## config.mk

```make
export PLATFORM = sky130hd
export DESIGN_NAME = pwm_bank
export DESIGN_NICKNAME = d
export VERILOG_FILES = /design/src/rtl/pwm_bank.sv
export SDC_FILE = /design/constraint.sdc
export NUM_CORES = 1
export LEC_CHECK = 0
export ABC_AREA = 1
export BUFFER_PORTS_ARGS = -buffer_cell sky130_fd_sc_hd__clkbuf_2
export CAP_MARGIN = 10
export CORE_MARGIN = 2
export CORE_UTILIZATION = 45
export DETAILED_ROUTE_END_ITERATION = 8
export PLACE_DENSITY_LB_ADDON = 0.1
export SLEW_MARGIN = 20
export SYNTH_ARGS = -nofsm -noshare
export SYNTH_HDL_FRONTEND = slang
export SYNTH_SLANG_ARGS = --single-unit
```

## constraint.sdc

```tcl
create_clock -name clk -period 7.3 [get_ports clk]
set_input_delay 1.46 -clock clk [delete_from_list [all_inputs] [get_ports clk]]
set_output_delay 1.46 -clock clk [all_outputs]
set_load 0.05 [all_outputs]
```

## src/rtl/pwm_bank.sv

```systemverilog
module pwm_bank #(
  parameter int NCH    = 16,
  parameter int DW     = 8,
  parameter int SUBW   = 4,
  parameter int SELW   = 3,
  parameter int MAXDIV = 4,
  parameter int AW     = 5
) (
  input  logic           clk,
  input  logic           rst_n,
  input  logic           wr_en,
  input  logic [AW-1:0]  wr_addr,
  input  logic [DW-1:0]  wr_data,
  input  logic [NCH-1:0] full_duty,
  output logic [NCH-1:0] pwm_out
);
  localparam int PW       = DW - SUBW;
  localparam int NGRP     = (NCH + DW - 1) / DW;
  localparam int POL_BASE = NCH;
  localparam int EN_BASE  = NCH + NGRP;
  localparam int SEL_ADDR = NCH + 2 * NGRP;

  logic [NCH-1:0][DW-1:0] duty_q, duty_act;
  logic [NCH-1:0]         pol_q, en_q, cmp;
  logic [SELW-1:0]        sel_q, sel_act;
  logic [MAXDIV-1:0]      presc, mask;
  logic [DW-1:0]          cnt;
  logic [SUBW-1:0]        sub_rev;
  logic                   tick, wrap;

  assign mask = (sel_act >= SELW'(MAXDIV)) ? '1 : MAXDIV'((1 << sel_act) - 1);
  assign tick = ((presc & mask) == mask);
  assign wrap = tick && (cnt == '1);

  always_ff @(posedge clk or negedge rst_n) begin
    if (!rst_n) begin
      duty_q <= '0;
      pol_q  <= '0;
      en_q   <= '0;
      sel_q  <= '0;
    end else if (wr_en) begin
      for (int c = 0; c < NCH; c++)
        if (wr_addr == AW'(c)) duty_q[c] <= wr_data;
      for (int g = 0; g < NGRP; g++) begin
        if (wr_addr == AW'(POL_BASE + g)) pol_q[g*DW +: DW] <= wr_data;
        if (wr_addr == AW'(EN_BASE + g))  en_q[g*DW +: DW]  <= wr_data;
      end
      if (wr_addr == AW'(SEL_ADDR)) sel_q <= wr_data[SELW-1:0];
    end
  end

  always_ff @(posedge clk or negedge rst_n) begin
    if (!rst_n) begin
      presc    <= '0;
      cnt      <= '0;
      duty_act <= '0;
      sel_act  <= '0;
    end else if (wrap) begin
      presc    <= '0;
      cnt      <= '0;
      duty_act <= duty_q;
      sel_act  <= sel_q;
    end else begin
      presc <= presc + 1'b1;
      if (tick) cnt <= cnt + 1'b1;
    end
  end

  for (genvar b = 0; b < SUBW; b++) begin : g_rev
    assign sub_rev[b] = cnt[DW-1-b];
  end

  for (genvar c = 0; c < NCH; c++) begin : g_ch
    logic [PW:0] width;
    assign width  = {1'b0, duty_act[c][DW-1:SUBW]}
                  + (PW+1)'(sub_rev < duty_act[c][SUBW-1:0]);
    assign cmp[c] = ({1'b0, cnt[PW-1:0]} < width);
  end

  always_ff @(posedge clk or negedge rst_n) begin
    if (!rst_n) pwm_out <= '0;
    else        pwm_out <= en_q & ((full_duty & ~pol_q) | (~full_duty & (cmp ^ pol_q)));
  end
endmodule


```

==> impl_metrics.py <==
metrics = {
    "outcome": {
        "status": "completed",
    },
    "clock_network": {
        "cts_htree_levels": 2,
        "ctsResizeCount": 0,
        "clock_path_buffers": 3,
        "clock_tree.root_cell": "clkbuf_16",
        "cts_tree": "yes",
        "clk_pin_slew_worst_paths_ns": 0.06,
        "clock_sinks": 322,
        "cts_inserted_buffers": 37,
        "cts_hold_buf": 0,
        "insertion_delay_ns": 0.52,
        "postCtsSetupBuffers": 0,
    },
    "grt": {
        "antenna_found_initial": 2,
        "busiest_layer": "met2",
        "met1_usage": 0.291,
        "grt_pass1_vias": 11881,
        "grtUsageTotal": 0.219,
        "grt_overflow": 0,
        "grt_pass1_wl_um": 62700,
        "grt_start_max_net_pins": 156,
        "met3_usage": 0.0334,
        "use_met2": 0.373,
    },
    "floorplan": {
        "boundaryPins": 48,
        "chipWidth_um": 192,
        "core_um2": 34600,
        "die_y_um": 192,
        "fp-row-count": 68,
        "start_util": 0.458,
        "die_area_um2": 36800,
    },
    "placed_design": {
        "place_congestion": 0.743,
        "place_inst": 2269,
        "post-dp-hpwl_um": 21700,
        "io_buffers": 47,
    },
    "yosys": {
        "syn-instance-count": 1840,
        "ys.warnings.count": 0,
        "synth_flop_cell": "dfrtp_1",
        "syn-num-nets": 2003,
        "synth-seq-cells": 322,
        "synth_cell_type_count": 30,
        "synth_edf_count": 0,
        "async_reset_ff_frac": 1.00,
        "syn_area_um2": 15900,
        "yosysSeqAreaShare": 0.508,
        "avgSynthCellArea_um2": 8.62,
    },
    "critical_path": {
        "rr_worst_depth": 11,
        "path_class": "flop to flop",
        "cp-end-kind": "flop",
        "cp_max_fo": 74,
        "start_kind": "flop",
        "required_ns": 7.70,
        "cp.arrival_ns": 4.13,
    },
    "power": {
        "irDropWorstVdd_mv": 0.158,
        "power_frac_seq": 0.494,
        "comb_power_share": 0.074,
        "power.switching_uw": 1020,
        "clockPowerShare": 0.432,
        "internal_power_uw": 3140,
        "power.leakage_uw": 0.00909,
        "sw_frac_of_total": 0.244,
        "pwr_density_cell_nw_per_um2": 237,
    },
    "sta": {
        "maxSlewViolCount": 0,
        "fmax_mhz": 268,
        "timing.final.crit_share": 0.511,
        "timing.hold.ws_ns": 0.467,
        "max_slew_margin": 0.231,
        "hold_viol": 0,
        "grt_setup_unrepaired": "false",
        "setup_viol": 0,
        "finClkSkew_ns": 0.00951,
        "min_period_ns": 3.73,
        "tns_ns": 0,
        "tightest_slew_ns": 1.15,
    },
    "route": {
        "drt_iter0_markers": 747,
        "viasPerCell": 5.09,
        "drt-total-wl_um": 38000,
        "via_count": 11867,
        "drt-pass1-iter-count": 4,
        "drc_errors": 0,
        "wl_per_cell_um": 16.3,
        "antenna_left": 0,
    },
    "layout": {
        "layoutNonFillerInstCount": 2331,
        "area_growth_pct": 10.7,
        "final_nets": 2016,
        "drive_above_1_share": 0.0736,
    },
    "hold_path": {
        "hold_class": "flop to flop",
        "min_path_cells": 2,
    },
    "flow_run": {
        "max-cap-violations": 0,
    },
}
-- routing by layer --
metal | part of all wire | vias to the layer above
met5 | 0.00071 | -
met4 | 0.026 | 4
met3 | 0.035 | 65
met2 | 0.46 | 161
met1 | 0.47 | 5702
li1 | - | 5935
-- placed cells by master, fill, tap and decap left out, drive strengths merged --
cell type	count
nand2	636
dfrtp	322
nand3	172
inv	171
o21ai	167
ha	131
clkbuf	98
a21oi	48
nor2	26
xor2	19
xnor2	19
o21a	16
a31o	16
buf	12
clkinv	7
nand3b	4
nor3	3
bufinv	2
diode	1
a22oi	1
o21bai	1
nor4	1
and3	1
nand4	1
clkinvlp	1
-- cell families after synthesis --
group | Yosys count | synth area share
adders and majority gates | 131 | 0.103
DFF | 322 | 0.508
buffers and inverters | 256 | 0.0659
and+or+nand+nor | 844 | 0.216
AOI/OAI and AO/OA | 249 | 0.0852
xor gates and xnor gates | 38 | 0.0210
-- through the flow --
stage               area [um2]  worst slack (ns)   util  power, uW
floorplan                15900              4.76      -       2280
global placement         16400              3.68  0.473       2390
detailed placement       16400              3.55  0.473       2400
CTS                      17500              3.55  0.507       4220
global route             17500              3.26  0.507       4350
finish                   17500              3.57  0.507       4160
-- worst paths after layout --
kind	start	end	slack, ns
min in group asynchronous	rst_n	duty_act[15]	0.97
max in group asynchronous	rst_n	duty_act[111]	4.93
worst max-delay path	sel_act[2]	duty_act[26]	3.57
worst max register to register	sel_act[2]	duty_act[26]	3.57
worst min-delay path	duty_act[27]	duty_act[27]	0.47
worst min register to register	duty_act[27]	duty_act[27]	0.47
-- critical path: stages, from the launching register on --
cell     delay [ns]
dfrtp_1        0.40
inv_2          0.09
nand3_1        0.11
ha_1           0.29
nand2_1        0.05
a22oi_1        0.17
nand2_1        0.32
inv_4          0.68
nand2_4        0.60
buf_4          0.57
nand2_1        0.17
nand2_1        0.06
-- sequential cells by signal, indices dropped and copies added, names as in the netlist --
register	cells
pol_q	16
en_q	16
sel_q	3
sel_act	3
presc	4
cnt	8
duty_q	128
pwm_out	16
duty_act	128
-- cells in the mapped netlist (all sizes together), types with 16 or more instances --
cell type    n  area [um2]
nand3      172         866
xor2        19         166
o21a        16         120
a21oi       48         240
dfrtp      322        8060
ha         131        1640
a31o        16         140
xnor2       19         166
nor2        26         100
nand2      636        2390
o21ai      167         836
inv        172         646
buf         37         223
clkbuf      47         176
-- power by group through the flow --
stage	registers [uW]	logic (uW)	clock network, uW
6_report	2050	309	1800
5_1_grt	2080	364	1910
4_1_cts	2050	317	1850
3_5_place_dp	2080	316	0
3_3_place_gp	2080	309	0
2_1_floorplan	2110	169	0
-- cell type report --
type,instances,area (um2)
timing repair buffer,58,344
inverter,172,648
fill,3318,17100
multi-input combinational,1262,6770
tap,455,569
clock buffer,52,1060
clock inverter,9,97.6
sequential,322,8060
antenna,1,2.50
Note: power is estimated with default switching activity, not from simulation.
